<file path="config.mk">
export PLATFORM = sky130hd
export DESIGN_NAME = fault_supervisor
export DESIGN_NICKNAME = d
export VERILOG_FILES = /design/src/rtl/fsup_pkg.sv /design/src/rtl/fsup_hyst.sv /design/src/rtl/fsup_boot_latch.sv /design/src/rtl/fsup_rst_ctl.sv /design/src/rtl/fault_supervisor.sv
export SDC_FILE = /design/constraint.sdc
export NUM_CORES = 1
export LEC_CHECK = 0
export BUFFER_PORTS_ARGS = -buffer_cell sky130_fd_sc_hd__buf_4
export CAP_MARGIN = 20
export CORE_ASPECT_RATIO = 1.4
export CORE_UTILIZATION = 45
export CTS_CLUSTER_SIZE = 30
export DETAILED_ROUTE_END_ITERATION = 8
export GPL_TIMING_DRIVEN = 0
export HOLD_SLACK_MARGIN = 0.02
export PLACE_DENSITY = 0.71
export SLEW_MARGIN = 25
export SYNTH_ARGS = -nofsm -noshare
export SYNTH_HDL_FRONTEND = slang
export SYNTH_SLANG_ARGS = --single-unit
</file>
<file path="constraint.sdc">
create_clock -name clk -period 2.2 [get_ports clk]
set_input_delay 0.44 -clock clk [delete_from_list [all_inputs] [get_ports clk]]
set_output_delay 0.44 -clock clk [all_outputs]
set_load 0.05 [all_outputs]
</file>
<file path="src/rtl/fsup_pkg.sv">
package fsup_pkg;
    typedef enum logic [1:0] {
        ST_RUN     = 2'd0,
        ST_HOLDLOW = 2'd1,
        ST_SLEEP   = 2'd2,
        ST_WAKE    = 2'd3
    } sup_state_t;
endpackage

</file>
<file path="src/rtl/fsup_hyst.sv">
module fsup_hyst #(
    parameter int   LVL_W     = 8,
    parameter bit   RAW       = 1'b1,
    parameter bit   HIGH_TRIP = 1'b0,
    parameter bit   INIT      = 1'b1
) (
    input  logic             clk,
    input  logic             por_n,
    input  logic [LVL_W-1:0] lvl,
    input  logic [LVL_W:0]   set_thr,
    input  logic [LVL_W:0]   clr_thr,
    output logic             flag
);
    logic flag_q;
    logic flag_d;

    generate
        if (RAW) begin : g_raw
            logic [LVL_W:0] lvl_x;
            logic           beyond_set;
            logic           beyond_clr;
            assign lvl_x = {1'b0, lvl};
            if (HIGH_TRIP) begin : g_high
                assign beyond_set = lvl_x > set_thr;
                assign beyond_clr = lvl_x < clr_thr;
            end else begin : g_low
                assign beyond_set = lvl_x < set_thr;
                assign beyond_clr = lvl_x > clr_thr;
            end
            always_comb begin
                if (flag_q) flag_d = !beyond_clr;
                else        flag_d = beyond_set;
            end
        end else begin : g_dig
            logic unused_thr;
            assign unused_thr = ^{set_thr, clr_thr, lvl[LVL_W-1:1]};
            assign flag_d = lvl[0];
        end
    endgenerate

    always_ff @(posedge clk or negedge por_n) begin
        if (!por_n) flag_q <= INIT;
        else        flag_q <= flag_d;
    end

    assign flag = flag_q;
endmodule

</file>
<file path="src/rtl/fsup_boot_latch.sv">
module fsup_boot_latch #(
    parameter int NPH = 2
) (
    input  logic           clk,
    input  logic           por_n,
    input  logic [NPH-1:0] boot_tmo,
    input  logic           clr_i,
    input  logic           block_i,
    output logic [NPH-1:0] lat_o
);
    generate
        for (genvar p = 0; p < NPH; p++) begin : g_ph
            logic lat_q;
            always_ff @(posedge clk or negedge por_n) begin
                if (!por_n)      lat_q <= 1'b0;
                else if (clr_i)  lat_q <= 1'b0;
                else if (boot_tmo[p] && !block_i) lat_q <= 1'b1;
            end
            assign lat_o[p] = lat_q;

            AST_LATCH_HOLDS: assert property (@(posedge clk) disable iff (!por_n)
                (lat_q && !clr_i) |=> lat_q);
        end
    endgenerate

    AST_SUPPLY_WIPES_LATCH: assert property (@(posedge clk) disable iff (!por_n)
        block_i |=> (lat_o == '0));
endmodule

</file>
<file path="src/rtl/fsup_rst_ctl.sv">
module fsup_rst_ctl
    import fsup_pkg::*;
#(
    parameter int SYNC_STAGES = 2,
    parameter int PULSE_CYC   = 8,
    parameter int SLEEP_CYC   = 40,
    parameter int HOLD_CYC    = 150
) (
    input  logic clk,
    input  logic por_n,
    input  logic rst_req_n,
    output logic clr_lat_o,
    output logic sleep_o,
    output logic hold_dis_o
);
    localparam int CNT_MAX = (SLEEP_CYC > HOLD_CYC) ? SLEEP_CYC : HOLD_CYC;
    localparam int CNT_W   = $clog2(CNT_MAX + 1);

    logic [SYNC_STAGES-1:0] sync_q;
    logic                   rq_s;
    sup_state_t             st_q, st_d;
    logic [CNT_W-1:0]       cnt_q, cnt_d;

    always_ff @(posedge clk or negedge por_n) begin
        if (!por_n) sync_q <= '1;
        else        sync_q <= {sync_q[SYNC_STAGES-2:0], rst_req_n};
    end
    assign rq_s = sync_q[SYNC_STAGES-1];

    always_ff @(posedge clk or negedge por_n) begin
        if (!por_n) begin
            st_q  <= ST_WAKE;
            cnt_q <= '0;
        end else begin
            st_q  <= st_d;
            cnt_q <= cnt_d;
        end
    end

    always_comb begin
        st_d  = st_q;
        cnt_d = cnt_q;
        unique case (st_q)
            ST_RUN: begin
                if (!rq_s) begin
                    st_d  = ST_HOLDLOW;
                    cnt_d = CNT_W'(1);
                end
            end
            ST_HOLDLOW: begin
                if (rq_s) begin
                    st_d  = ST_RUN;
                    cnt_d = '0;
                end else if (cnt_q == CNT_W'(SLEEP_CYC - 1)) begin
                    st_d  = ST_SLEEP;
                    cnt_d = '0;
                end else begin
                    cnt_d = cnt_q + 1'b1;
                end
            end
            ST_SLEEP: begin
                if (rq_s) begin
                    st_d  = ST_WAKE;
                    cnt_d = '0;
                end
            end
            ST_WAKE: begin
                if (!rq_s) begin
                    st_d  = ST_HOLDLOW;
                    cnt_d = CNT_W'(1);
                end else if (cnt_q == CNT_W'(HOLD_CYC - 1)) begin
                    st_d  = ST_RUN;
                    cnt_d = '0;
                end else begin
                    cnt_d = cnt_q + 1'b1;
                end
            end
            default: begin
                st_d  = ST_WAKE;
                cnt_d = '0;
            end
        endcase
    end

    always_comb begin
        clr_lat_o  = 1'b0;
        sleep_o    = 1'b0;
        hold_dis_o = 1'b1;
        unique case (st_q)
            ST_RUN:     hold_dis_o = 1'b0;
            ST_HOLDLOW: clr_lat_o  = (cnt_q >= CNT_W'(PULSE_CYC));
            ST_SLEEP: begin
                clr_lat_o = 1'b1;
                sleep_o   = 1'b1;
            end
            ST_WAKE:    hold_dis_o = 1'b1;
            default:    hold_dis_o = 1'b1;
        endcase
    end

    AST_SLEEP_AFTER_FULL_LOW: assert property (@(posedge clk) disable iff (!por_n)
        $rose(sleep_o) |-> ($past(cnt_q) == CNT_W'(SLEEP_CYC - 1)));
    AST_WAKE_KEEPS_DISABLE: assert property (@(posedge clk) disable iff (!por_n)
        $fell(sleep_o) |-> hold_dis_o);
    AST_LOW_REQ_DISABLES: assert property (@(posedge clk) disable iff (!por_n)
        !rq_s |=> hold_dis_o);
endmodule

</file>
<file path="src/rtl/fault_supervisor.sv">
module fault_supervisor #(
    parameter int LVL_W       = 8,
    parameter int NPH         = 2,
    parameter bit RAW_MODE    = 1'b1,
    parameter int SYNC_STAGES = 2,
    parameter int PULSE_CYC   = 8,
    parameter int SLEEP_CYC   = 40,
    parameter int HOLD_CYC    = 150
) (
    input  logic             clk,
    input  logic             por_n,
    input  logic             rst_req_n,
    input  logic [LVL_W-1:0] vdd_lvl,
    input  logic [LVL_W-1:0] vreg_lvl,
    input  logic [LVL_W-1:0] temp_lvl,
    input  logic [LVL_W-1:0] vdd_fall_thr,
    input  logic [LVL_W-1:0] vdd_hyst,
    input  logic [LVL_W-1:0] vreg_fall_thr,
    input  logic [LVL_W-1:0] vreg_rise_thr,
    input  logic [LVL_W-1:0] temp_trip_thr,
    input  logic [LVL_W-1:0] temp_hyst,
    input  logic [NPH-1:0]   boot_tmo,
    output logic             fault_n,
    output logic             drive_dis,
    output logic             sleep
);
    logic [LVL_W:0] vdd_set, vdd_clr, vreg_set, vreg_clr, ot_set, ot_clr;
    logic           vdd_uv, vreg_uv, ot_hot;
    logic [NPH-1:0] boot_lat;
    logic           clr_req, sleep_st, hold_dis;
    logic           any_boot, latch_clr;

    assign vdd_set  = {1'b0, vdd_fall_thr};
    assign vdd_clr  = {1'b0, vdd_fall_thr} + {1'b0, vdd_hyst};
    assign vreg_set = {1'b0, vreg_fall_thr};
    assign vreg_clr = {1'b0, vreg_rise_thr};
    assign ot_set   = {1'b0, temp_trip_thr};
    assign ot_clr   = (temp_hyst > temp_trip_thr) ? '0
                    : ({1'b0, temp_trip_thr} - {1'b0, temp_hyst});

    fsup_hyst #(.LVL_W(LVL_W), .RAW(RAW_MODE), .HIGH_TRIP(1'b0), .INIT(1'b1)) u_vdd_cmp (
        .clk(clk), .por_n(por_n), .lvl(vdd_lvl),
        .set_thr(vdd_set), .clr_thr(vdd_clr), .flag(vdd_uv)
    );

    fsup_hyst #(.LVL_W(LVL_W), .RAW(RAW_MODE), .HIGH_TRIP(1'b0), .INIT(1'b1)) u_vreg_cmp (
        .clk(clk), .por_n(por_n), .lvl(vreg_lvl),
        .set_thr(vreg_set), .clr_thr(vreg_clr), .flag(vreg_uv)
    );

    fsup_hyst #(.LVL_W(LVL_W), .RAW(RAW_MODE), .HIGH_TRIP(1'b1), .INIT(1'b0)) u_ot_cmp (
        .clk(clk), .por_n(por_n), .lvl(temp_lvl),
        .set_thr(ot_set), .clr_thr(ot_clr), .flag(ot_hot)
    );

    fsup_rst_ctl #(
        .SYNC_STAGES(SYNC_STAGES), .PULSE_CYC(PULSE_CYC),
        .SLEEP_CYC(SLEEP_CYC), .HOLD_CYC(HOLD_CYC)
    ) u_rst_ctl (
        .clk(clk), .por_n(por_n), .rst_req_n(rst_req_n),
        .clr_lat_o(clr_req), .sleep_o(sleep_st), .hold_dis_o(hold_dis)
    );

    assign latch_clr = clr_req | vdd_uv;

    fsup_boot_latch #(.NPH(NPH)) u_boot (
        .clk(clk), .por_n(por_n), .boot_tmo(boot_tmo),
        .clr_i(latch_clr), .block_i(vdd_uv), .lat_o(boot_lat)
    );

    assign any_boot = |boot_lat;

    always_comb begin
        sleep     = sleep_st;
        drive_dis = hold_dis | vdd_uv | vreg_uv | any_boot;
        if (sleep_st) fault_n = 1'b1;
        else          fault_n = !(vdd_uv | vreg_uv | ot_hot | any_boot);
    end

    AST_BOOT_FAULT_DISABLES: assert property (@(posedge clk) disable iff (!por_n)
        any_boot |-> drive_dis);
    AST_SLEEP_FLAG_RELEASED: assert property (@(posedge clk) disable iff (!por_n)
        sleep |-> (fault_n && drive_dis));
endmodule

</file>
# --- After elaboration in Yosys (flattened, before gate mapping) ---
# Index checks and enable logic that the tools add are counted.
op_classes:
  reduce_logical: 13
  eq_ne: 9
  n_bitwise: 7
  add_sub_neg: 3
  order_cmp: 8
  n_mux: 26
ops:
  columns: ["operator", "n"]
  rows:
  - ["2-to-1 mux 8 bit", 6]
  - ["case mux 8 bit (4 select lines)", 1]
  - ["> comparator 8 bit", 3]
  - ["less-than comparator 8 bit", 2]
  - ["2-to-1 mux 2 bit", 6]
  - ["2-to-1 mux 1 bit", 10]
  - ["adder 8 x 8 -> 9 bit", 1]
  - ["> comparator 8 x 9 -> 1 bit", 1]
  - ["less-than comparator 8 x 9 -> 1 bit", 1]
  - ["2-to-1 mux 9 bit", 1]
  - ["subtractor 8 x 8 -> 9 bit", 1]
  - ["adder 8 x 1 -> 8 bit (second input constant)", 1]
  - ["== test 8 x 6 -> 1 bit (second input constant)", 1]
  - ["== test 8 bit (second input constant)", 1]
  - ["greater-or-equal comparator 8 x 4 -> 1 bit (second input constant)", 1]
  - ["case mux 2 bit (4 select lines)", 1]
  - ["OR 1 bit", 7]
  - ["zero test 1 bit", 5]
  - ["== test 2 bit (second input constant)", 2]
  - ["AND reduction 4 bit", 1]
  - ["nonzero test 2 bit", 2]
  - ["!= test 3 x 1 -> 1 bit (second input constant)", 1]
  - ["!= test 3 bit (second input constant)", 1]
  - ["== test 2 x 1 -> 1 bit (second input constant)", 1]
  - ["7 further kinds", 8]
word_totals:
  out_inout_bits: 3
  word_cells: 74
  regBits: 17

# --- Depth between registers and ports, before layout ---
# Gate-level depths: netlist of run 1.
logic_depth:
  depth_word: 5
  ltp_mapped: 14

# --- Modules after synthesis ---
# From an unflattened synthesis of run 1, not the netlist that was laid out.
unflattened:
  hier_cells: 359
  area_unflattened_um2: 2979.1
by_module_without_submodules:
  columns: ["mod", "area_per_inst_um2", "cells_each", "n_inst"]
  rows:
  - ["fsup_hyst (u_vdd_cmp ...)", 434.2, 56, 2]
  - ["fsup_rst_ctl", 824.5, 82, 1]
  - ["fault_supervisor", 758.2, 100, 1]
  - ["fsup_hyst (u_ot_cmp)", 432.9, 55, 1]
  - ["fsup_boot_latch", 95.1, 10, 1]

# --- Worst setup path after synthesis of run 1 ---
# No wires, ideal clock.
synth_path:
  path_kind: "input to register"
  startpoint: "input port temp_trip_thr[0]"
  endpoint: "register u_ot_cmp.flag_q, in the netlist u_ot_cmp.flag"
  cell_stages: 14
  setup_slack_ns: -1.337
  setup_time_ns: 0.127
  n_path_buf: 0
  arrival_time_ns: 3.410
  path_cell_list: "inv_1 > ha_1 > fa_1 > nor2b_2 > o31ai_2 > a21boi_0 > nor3_1 > or4b_1 > ha_1 > a2111oi_0 > o21ai_0 > or3_1 > a211oi_1 > o41ai_1"
synth_via:
  elab_chain_len: 5
  elab_cells_between_ends: 7
  cone_classes: "add/sub (1); order compare (3); mux (2); reduce/logical (1)"
synth_rtl:
  columns: ["element", "line_no", "rtl"]
  rows:
  - ["from (decl)", "fault_supervisor.sv:20", "input logic [LVL_W-1:0] temp_trip_thr,"]
  - ["subtractor 8 x 8 -> 9 bit / > comparator 8 bit (equally long branches)", "fault_supervisor.sv:39, fault_supervisor.sv:38", null]
  - ["2-to-1 mux 9 bit", "fault_supervisor.sv:38", "assign ot_clr = (temp_hyst > temp_trip_thr) ? '0"]
  - ["less-than comparator 8 x 9 -> 1 bit", "fsup_hyst.sv:25", "assign beyond_clr = lvl_x < clr_thr;"]
  - ["zero test 1 bit", "fsup_hyst.sv:31", "if (flag_q) flag_d = !beyond_clr;"]
  - ["2-to-1 mux 1 bit *", "fsup_hyst.sv:31", null]
  - ["named net u_ot_cmp.flag_d", "fsup_hyst.sv:15", "logic flag_d;"]
  - ["to (signal assigned)", "fsup_hyst.sv:43", "else flag_q <= flag_d;"]
  - ["to (decl)", "fsup_hyst.sv:14", "logic flag_q;"]
# The timed path passes the listed nets; every way through them passes the cells marked *.
# A chain may end at the register's enable or synchronous reset.

# --- Worst setup path in the final report of run 1 ---
# Same ends and word-level chain as after synthesis.

==> results.md, run 1 <==
- Max Transition Viols Final: 0
- H-tree depth: 1
- Buffers from clock root to sink, at most: 2
- Global placement routability congestion: 0.809
- Crit path max-delay cell type: or4b_4
- Final setup viols: 2
- Critical path startpoint: temp_trip_thr[0]
- Async set or reset register ratio after synthesis: 1.00
- Setup slack after placement: -1.58 ns
- Leading cell types by count after synthesis: 69 x ha_1, 49 x inv_1, 21 x a21oi_1, 21 x o21ai_0, 20 x nand2_1
- Share of Yosys cell area claimed by the top area cell type: 0.314
- Antenna violations before repair: 0
- Number of storage elements in the synthesis netlist: 17
- Routed len/inst: 12.9 microns
- Fraction of final layout cells sized beyond drive strength 1: 0.309
- Maximum Capacitance Violations: 0
- Distinct cell type count after synthesis: 58
- Sum of overflow across all layers after global routing: 0
- Wire length after detailed routing: 6270 microns
- Syn_area_per_cell: 8.41 sq um
- Post-synth EDFFs: 0
- Post-DRT Antenna Nets: 0
- Main synth FF type: dfrtp_1
- Element type at the critical path end: register
- Worst path top cell family by delay: simple AND/OR/NAND/NOR gates
- Post-layout nets: 566
- Path type of the worst setup path: primary input to register
- Required @ worst endpoint: 2.34 ns
- Startpoint class of the critical path: primary input
- Final clock period utilization by the worst path: 1.49
- Seq/Total Area, Yosys: 0.157
- Area grow syn2layout: 34.3%
- WP buf/inv: 2
- Slew at the pin closest to its max-slew limit: 0.477 ns
- Post-route setup slack: -1.08 ns
- Peak ir drop on the vdd network: 239 uV
- Post-synthesis net count: between 400 and 500
- Count of inserted antenna diode cells: 0
- Number of warnings issued by yosys: 0
- Crit path time final: 3.28 ns
- Instance count of the mapped netlist: 327
- Pwr dens: 521 nW/um^2
- Vias/cell: 5.44
- F_max: 305 MHz
- Clock-pin transition on the worst setup and hold timing paths: ~0.060 ns
- Overall global routing resource usage: 0.196
- Cell Area, Synth: approximately 2700 sq um
- Starting utilization of the core area: 0.469
- Clock skew after layout: 0.00104 ns
- Standby leakage power: 1.92 nW
- Delay of the slowest cell on the worst path: between 0.5 and 0.6 ns
- Status: complete, but fails checks
- Final core area utilization: 0.630
- DRT iter0 DRCs: 38
- Largest fanout of any net on the critical path: 3
- Die Y-Extent: 94.5 microns
- Failing checks: negative setup slack
- Clock sinks: 17
- Maximum number of pins on one net before global-route repair: 18
- Later-pin clock latency in the skew report: roughly 0.25 ns
- Overall die area: 6430 sq um
- Count of unresolved DRC violations after routing: 0
- Most common cell in the synthesized netlist: ha_1
- Post-CTS Hold Fix Bufs: 0
- Global-route wire length before repair: slightly below 10000 microns
- Routed vias: 2650
- Max-slew headroom: 0.673
- CTS tree: yes
- Hold Path Class: primary input to asynchronous set/reset pin
- RR Startpoint: u_rst_ctl.st_q[0]
- Core outline area: 5860 sq um
- Number of I/O port buffers: 79
- Root Buffer Master: clkbuf_8
- Top cell type by total area after synthesis: ha_1
- Width of the die: 68.1 microns
- Largest cells by area after synthesis: ha_1 31%, dfrtp_1 10%, inv_1 6.7%, dfstp_2 5.7%, a21oi_1 3.8%
- Total CTS buffers: 3
- Total I/O pin count: 80
- RSZ-0062 raised after global routing: true
- Final hold violations: 0
- Data arrival time of the worst path: 3.41 ns
- Total iterations of the first detailed-routing run: 4
- CP cell instances: buf_4 -> inv_1 -> ha_1 -> fa_2 -> nor2b_4 -> o31ai_4 -> a21boi_2 -> nor3_1 -> or4b_4 -> ha_4 -> a2111oi_4 -> o21ai_1 -> or3_4 -> a211oi_2 -> o41ai_1
- DPL Wire Length: roughly 5300 microns
- Placement row count: 33
- Via count of the first global-routing pass: 2594
## worst register-to-register path, delay by kind of cell (launching register included)
family,cells,cell delay (ns)
AOI/OAI and AO/OA,2,0.30
DFF,1,0.56
muxes,1,0.38
buffers and inverters,1,0.09
and+or+nand+nor,1,0.27
adders and majority gates,1,0.28
## cells by family (layout without fill, tap and decap cells)
family	Yosys count	after routing	synth area share
simple gates	81	81	0.162
mux	5	5	0.0187
compound gates	94	94	0.235
xor+xnor	9	9	0.0287
flops	17	17	0.157
buf+inv	50	140	0.0687
fa+ha+maj	71	71	0.329
## layout by cell type, fill, tap and decap left out, drive strengths merged, types with 7 or more instances in the layout
| master | netlist | final |
|---|---|---|
| o21ai | 23 | 23 |
| nand2 | 20 | 20 |
| inv | 49 | 49 |
| nor3 | 8 | 8 |
| a21oi | 21 | 21 |
| a21o | 9 | 9 |
| o21a | 7 | 7 |
| nor2 | 14 | 14 |
| dfrtp | 11 | 11 |
| buf | 0 | 86 |
| ha | 69 | 69 |
## power breakdown
group / internal (mW) / switching, mW / leakage, nW
sequential: 0.417 / 0.0697 / 0.210
combinational: 0.576 / 0.626 / 1.69
clock: 0.126 / 0.107 / 0.0255
total: 1.12 / 0.803 / 1.92
## final cells by class
type	count	area, sq um
multi-input combinational	260	2270
fill	534	2170
timing repair buffer	86	664
sequential	17	433
inverter	49	184
tap	70	87.6
clock buffer	3	41.3
clock inverter	1	5.00
buffer	1	5.00
## metrics by stage
step                      cells  TNS [ns]  hold WS (ns)  cell area, sq um  total power [mW]
final                       487     -1.62        0.0394              3690              1.92
after global routing        487     -1.87        0.0408              3690              2.11
after CTS                   483     -1.69        0.0412              3580              1.89
after detailed placement    476     -2.56         0.316              3460              1.61
after global placement      476     -2.51         0.317              3460              1.59
after floorplan             327     -1.73         0.144              2780              1.27
## repair_timing
| action | CTS | global route |
|---|---|---|
| endpoints found under the hold margin | 0 | 0 |
| setup buffers | 3 | 4 |
| gates resized for setup | 10 | 13 |
| endpoints found under the setup margin | 2 | 2 |
| pin swaps | 8 | 10 |
## per-layer routing
layer | vias up | GRT usage | wire, microns
met3 | 17 | 0.0290 | 339
met1 | 1194 | 0.188 | 2460
li1 | 1365 | - | -
met4 | 0 | 0.0660 | 145
met5 | - | 0 | 0
met2 | 74 | 0.396 | 3330
## path summary, 6_finish.rpt
| path | to | slack (ns) | cells past startpoint |
|---|---|---|---|
| min reg2reg | u_rst_ctl.sync_q[1] | 0.36 | 0 |
| max in group asynchronous | u_vdd_cmp.flag | 1.91 | 1 |
| max | u_ot_cmp.flag | -1.08 | 15 |
| max reg2reg | u_rst_ctl.st_q[0] | 0.24 | 6 |
| min | u_rst_ctl.cnt_q[0] | 0.04 | 1 |
| min in group clk | u_rst_ctl.sync_q[0] | 0.29 | 1 |
## state kept, by name, indices dropped and copies added, names as in the netlist, named ones only
| register | flops |
|---|---|
| u_boot.g_ph.lat_q | 2 |
| u_ot_cmp.flag | 1 |
| u_rst_ctl.cnt_q | 8 |
| u_rst_ctl.st_q | 1 |
| u_rst_ctl.sync_q | 2 |
| u_vdd_cmp.flag | 1 |
| u_vreg_cmp.flag | 1 |
No activity file was read; power rests on OpenSTA's default activity.
==> inputs of run 2 (changes only) <==
- CORE_MARGIN: not set -> 5
==> run 2 against run 1 <==
Net effect: the flow still finishes with violations (negative setup slack); hold slack got worse by 0.0024 ns; design area is 2.1% higher; combinational power hardly changed; sequential share of layout area decreased by 0.25 points; die area grew 21%; worst setup slack better by 0.033 ns; clock power is essentially flat; largest cell class unchanged; largest power group unchanged.
==> results.md, run 2 (synthesis results as in run 1) <==
- Most used cells in the layout excluding fill and tap cells: 90 x buf_4, 63 x ha_1, 48 x inv_1
- Overall die area: 7790 sq um (+21%)
- Core outline area: 5900 sq um (+0.70%)
- Final clock period utilization by the worst path: 1.48 (-0.0149)
- Overall global routing resource usage: 0.167 (-0.0289)
- Final hold violations: 0 (unchanged)
- Worst reg-to-reg setup slack: 0.26 ns (+0.02 ns)
- Post-layout nets: 574 (+1.4%)
- F_max: 308 MHz (+1.0%)
- Number of I/O port buffers: 79 (unchanged)
- Vias/cell: 5.50 (+1.1%)
- Largest fanout of any net on the critical path: 3 (unchanged)
- Via count of the first global-routing pass: 2683 (+3.4%)
- Post-CTS Hold Fix Bufs: 0 (unchanged)
- Sum of overflow across all layers after global routing: 0 (unchanged)
- Later-pin clock latency in the skew report: 0.25 ns (about the same)
- Count of inserted antenna diode cells: 0 (unchanged)
- Final core area utilization: 0.638 (+0.00895)
- Failing checks: negative setup slack
- Final TNS setup: -1.54 ns (+0.0799 ns)
- Starting utilization of the core area: 0.466 (-0.00328)
- Reg with most FFs: u_rst_ctl.cnt_q
- Total cell area at the placement stage: 3460 sq um (unchanged)
- Hold Path Class: primary input to asynchronous set/reset pin
- Clock skew after layout: 0.00177 ns (+0.000729 ns)
- Global placement routability congestion: 0.825 (+1.9%)
- Max reg flops: 8 (unchanged)
- Standby leakage power: 1.96 nW (+1.8%)
- Clock sinks: 17 (unchanged)
- Slew at the pin closest to its max-slew limit: 0.521 ns (+0.0441 ns)
- Startpoint class of the critical path: primary input
- Max-slew headroom: 0.643 (-0.0302)
- Registers with the most flip-flops: u_rst_ctl.cnt_q (8), u_boot.g_ph.lat_q (2), u_rst_ctl.sync_q (2)
- Hold Slack: 0.0371 ns (-0.00236 ns)
- Most common cell after layout, fill and taps aside: buf_4
- Required @ worst endpoint: 2.33 ns (about the same)
- Wire length after detailed routing: 6730 microns (+7.4%)
- Total iterations of the first detailed-routing run: 4 (unchanged)
- Routed vias: 2722 (+2.7%)
- Count of unresolved DRC violations after routing: 0 (unchanged)
- Width of the die: 76.1 microns (+12%)
- DPL Wire Length: 5650 microns (+7.1%)
- Peak ir drop on the vdd network: 303 uV (+27%)
- Area grow syn2layout: 37.1%
- Fraction of final layout cells sized beyond drive strength 1: 0.325 (+0.0154)
- Max Transition Viols Final: 0 (unchanged)
- Crit path time final: 3.25 ns (-0.0328 ns)
- Overall power: 1.94 mW (+1.2%)
- Fill count: 522 (-2.2%)
- Routed len/inst: 13.6 microns (+5.6%)
- CTS tree: yes
- Element type at the critical path end: register
- Final setup viols: 2 (unchanged)
- Placement row count: 33 (unchanged)
- H-tree depth: 1 (unchanged)
- Root Buffer Master: clkbuf_8
- Design Area, Final: 3770 sq um (+2.1%)
- Post-DRT Antenna Nets: 0 (unchanged)
- Maximum number of pins on one net before global-route repair: 18 (unchanged)
- Data arrival time of the worst path: 3.38 ns (-0.03 ns)
- Post-route setup slack: -1.05 ns (+0.0328 ns)
- Maximum Capacitance Violations: 0 (unchanged)
- RSZ-0062 raised after global routing: true
- Pwr dens: 516 nW/um^2 (-0.93%)
- Path type of the worst setup path: primary input to register
- Buffers from clock root to sink, at most: 2 (unchanged)
- Antenna violations before repair: 0 (unchanged)
- Die Y-Extent: 102 microns (+8.5%)
- Global-route wire length before repair: 11200 microns (+14%)
- Status: complete, but fails checks
- Total CTS buffers: 3 (unchanged)
- Clock-pin transition on the worst setup and hold timing paths: 0.06 ns (about the same)
- DRT iter0 DRCs: 77 (+100%)
- Total I/O pin count: 80 (unchanged)
==> run 2: where the power goes <==
group	switching [mW]	internal (mW)	leakage, nW	total, mW
clock network	0.103	0.128	0.0228	0.232
registers	0.0679	0.417	0.210	0.484
logic	0.639	0.590	1.72	1.23
total	0.810	1.13	1.96	1.94
==> run 2: routing by layer <==
metal | wire length [microns] | track usage
met5 | 0 | 0
met4 | 70 | 0.0323
met3 | 280 | 0.0229
met2 | 3550 | 0.338
met1 | 2830 | 0.183
==> run 2: layout make-up <==
| class | instances | area (sq um) | area share |
|---|---|---|---|
| Buffer | 1 | 5.00 | 0.00133 |
| Clock buffer | 4 | 45.0 | 0.0119 |
| Inverter | 49 | 186 | 0.0495 |
| Multi-Input combinational cell | 260 | 2290 | 0.607 |
| Sequential cell | 17 | 433 | 0.115 |
| Tap cell | 70 | 87.6 | 0.0232 |
| Timing Repair Buffer | 94 | 724 | 0.192 |
==> run 2: worst max-delay path, stage by stage <==
cell and delay (ns):
buf_8 0.08, inv_4 0.03, ha_4 0.15, fa_2 0.36, nor2b_4 0.17, o31ai_4 0.08
a21boi_2 0.14, nor3_1 0.07, or4b_4 0.54, ha_4 0.24, a2111oi_4 0.30, o21ai_2 0.11
or3_4 0.40, a211oi_2 0.19, o41ai_1 0.08
==> run 2: metrics by stage <==
stage | setup WS, ns | std cells
floorplan | -1.16 | 327
global placement | -1.58 | 476
detailed placement | -1.59 | 476
CTS | -1.15 | 495
global route | -1.17 | 495
finish | -1.05 | 495
==> run 2: worst paths after layout <==
check | startpoint | endpoint | cells past startpoint
max in group asynchronous | por_n | u_vreg_cmp.flag | 1
min in group clk | rst_req_n | u_rst_ctl.sync_q[0] | 1
min | por_n | u_rst_ctl.cnt_q[0] | 1
max reg2reg | u_rst_ctl.st_q[0] | u_rst_ctl.st_q[0] | 6
min reg2reg | u_rst_ctl.sync_q[0] | u_rst_ctl.sync_q[1] | 0
max | temp_trip_thr[0] | u_ot_cmp.flag | 15
==> run 2: repair_timing <==
item,4_1_cts,5_1_grt
pin swaps,16,5
setup endpoints to repair,2,2
buffers inserted,15,0
hold endpoints to repair,0,0
cloned,0,0
resized for setup,22,6
==> inputs of run 3 (changes only) <==
- clock period: 2.2 -> 3.5 ns (I/O delays scaled with it)
==> run 3 against run 2 <==
Net effect: flip-flop and latch count unchanged; first-iteration DRC count fell by 39%; the flow still finishes with violations (negative setup slack); utilization shrank 2.5 points; sequential power is 37% lower; total power fell by 39%; global-route usage down 0.52 points; critical endpoint unchanged; die area did not move; sequential share of layout area increased by 0.47 points; count of clock-buffer cells in the layout did not move.
==> results.md, run 3 (synthesis results as in run 1) <==
- Crit path time final: 3.56 ns
- Placement row count: 33 (unchanged)
- Fill count: 569 (+9.0%)
- Final hold violations: 0 (unchanged)
- Total iterations of the first detailed-routing run: 6 (+2)
- Peak ir drop on the vdd network: 172 uV (-43%)
- Core outline area: 5900 sq um (unchanged)
- Post-layout nets: 564 (-1.7%)
- Largest fanout of any net on the critical path: 2 (-1)
- Status: complete, but fails checks
- Data arrival time of the worst path: 3.69 ns (+0.31 ns)
- Pwr dens: 325 nW/um^2 (-37%)
- Total I/O pin count: 80 (unchanged)
- Sum of overflow across all layers after global routing: 0 (unchanged)
- Overall global routing resource usage: 0.162 (-0.00521)
- Number of I/O port buffers: 79 (unchanged)
- Global-route wire length before repair: 10900 microns (-3.4%)
- Antenna violations before repair: 0 (unchanged)
- Worst reg-to-reg setup slack: 1.55 ns (+1.29 ns)
- Root Buffer Master: clkbuf_8
- Final core area utilization: 0.613 (-0.0250)
- Post-DRT Antenna Nets: 0 (unchanged)
- H-tree depth: 1 (unchanged)
- Post-route setup slack: -0.0584 ns (+0.987 ns)
- Routed len/inst: 13.3 microns (-2.1%)
- DRT iter0 DRCs: 47 (-39%)
- Starting utilization of the core area: 0.466 (unchanged)
- DPL Wire Length: 5610 microns (-0.65%)
- Width of the die: 76.1 microns (unchanged)
- RSZ-0062 raised after global routing: true
- CTS tree: yes
- Failing checks: negative setup slack
- Count of inserted antenna diode cells: 0 (unchanged)
- Fraction of final layout cells sized beyond drive strength 1: 0.289 (-0.0355)
- Clock-pin transition on the worst setup and hold timing paths: 0.06 ns (about the same)
- Most used cells in the layout excluding fill and tap cells: 82 x buf_4, 67 x ha_1, 48 x inv_1
- Element type at the critical path end: register
- Registers with the most flip-flops: u_rst_ctl.cnt_q (8), u_boot.g_ph.lat_q (2), u_rst_ctl.sync_q (2)
- Path type of the worst setup path: primary input to register
- Reg with most FFs: u_rst_ctl.cnt_q
- Design Area, Final: 3620 sq um (-3.9%)
- Most common cell after layout, fill and taps aside: buf_4
- Area grow syn2layout: 31.8%
- Clock skew after layout: 0.00201 ns (+0.000239 ns)
- Clock sinks: 17 (unchanged)
- Global placement routability congestion: 0.879 (+6.6%)
- Maximum number of pins on one net before global-route repair: 18 (unchanged)
- Slew at the pin closest to its max-slew limit: 0.479 ns (-0.0418 ns)
- Hold Path Class: primary input to asynchronous set/reset pin
- Standby leakage power: 1.91 nW (-2.5%)
- Max-slew headroom: 0.671 (+0.0287)
- Wire length after detailed routing: 6450 microns (-4.1%)
- Count of unresolved DRC violations after routing: 0 (unchanged)
- Required @ worst endpoint: 3.63 ns (+1.30 ns)
- Hold Slack: 0.298 ns (+0.261 ns)
- Final setup viols: 1 (-1)
- Max reg flops: 8 (unchanged)
- Final clock period utilization by the worst path: 1.02
- Startpoint class of the critical path: primary input
- Buffers from clock root to sink, at most: 2 (unchanged)
- Total CTS buffers: 3 (unchanged)
- Via count of the first global-routing pass: 2638 (-1.7%)
- Later-pin clock latency in the skew report: 0.25 ns (about the same)
- Max Transition Viols Final: 0 (unchanged)
- Maximum Capacitance Violations: 0 (unchanged)
- Overall die area: 7790 sq um (unchanged)
- Total cell area at the placement stage: 3440 sq um (-0.72%)
- Vias/cell: 5.50 (about the same)
- Routed vias: 2669 (-1.9%)
- F_max: about 280 MHz
- Die Y-Extent: 102 microns (unchanged)
==> run 3: changes by cell type in the layout (fill, tap and decap cells not counted), sizes merged <==
cell  previous run  this run
buf             94        84
==> run 3: final cells by class <==
cell class / count / area (sq um) / area share
Multi-Input combinational cell: 260 / 2220 / 0.614
Timing Repair Buffer: 84 / 642 / 0.177
Sequential cell: 17 / 433 / 0.120
Inverter: 49 / 186 / 0.0515
Tap cell: 70 / 87.6 / 0.0242
Clock buffer: 4 / 45.0 / 0.0124
Buffer: 1 / 5.00 / 0.00138
==> run 3: worst paths after layout <==
path,start,endpoint,cells after the start
min,por_n,u_rst_ctl.cnt_q[5],1
max reg2reg,u_rst_ctl.st_q[0],u_rst_ctl.st_q[0],6
min in group clk,u_rst_ctl.sync_q[0],u_rst_ctl.sync_q[1],0
max in group asynchronous,por_n,u_vreg_cmp.flag,1
max,temp_trip_thr[0],u_ot_cmp.flag,15
min reg2reg,u_rst_ctl.sync_q[0],u_rst_ctl.sync_q[1],0
==> run 3: per-layer routing <==
layer | global-route usage | vias up | share of wire
li1 | - | 1365 | -
met1 | 0.192 | 1230 | 0.42
met2 | 0.303 | 64 | 0.52
met3 | 0.0194 | 10 | 0.043
met4 | 0.0511 | 0 | 0.016
met5 | 0 | - | 0
==> run 3: worst max-delay path: stages <==
cell	delay, ns
buf_8	0.08
inv_4	0.03
ha_4	0.15
fa_2	0.37
nor2b_4	0.15
o31ai_4	0.08
a21boi_2	0.14
nor3_1	0.06
or4b_4	0.55
ha_4	0.27
a2111oi_4	0.35
o21ai_2	0.12
or3_4	0.35
a211oi_2	0.22
o41ai_2	0.08
==> run 3: metrics by stage <==
step,std cells,TNS [ns],worst slack [ns],power [mW]
floorplan,327,-0.115,-0.115,0.794
global placement,476,-0.541,-0.541,0.982
detailed placement,476,-0.594,-0.553,1.01
CTS,482,-0.188,-0.188,1.17
global route,485,-0.147,-0.147,1.30
finish,485,-0.0584,-0.0584,1.18
==> run 3: timing repair <==
action	CTS	global route
hold buffers	0	0
gates resized for setup	6	14
setup endpoints to repair	1	1
setup buffers	2	3
pin swaps	4	11
endpoints found under the hold margin	0	0
==> run 3: where the power goes <==
part / leakage (nW) / switching (mW) / internal (mW)
Combinational: 1.67 / 0.384 / 0.343
Clock: 0.0228 / 0.0643 / 0.0808
Sequential: 0.210 / 0.0447 / 0.262
Total: 1.91 / 0.493 / 0.685
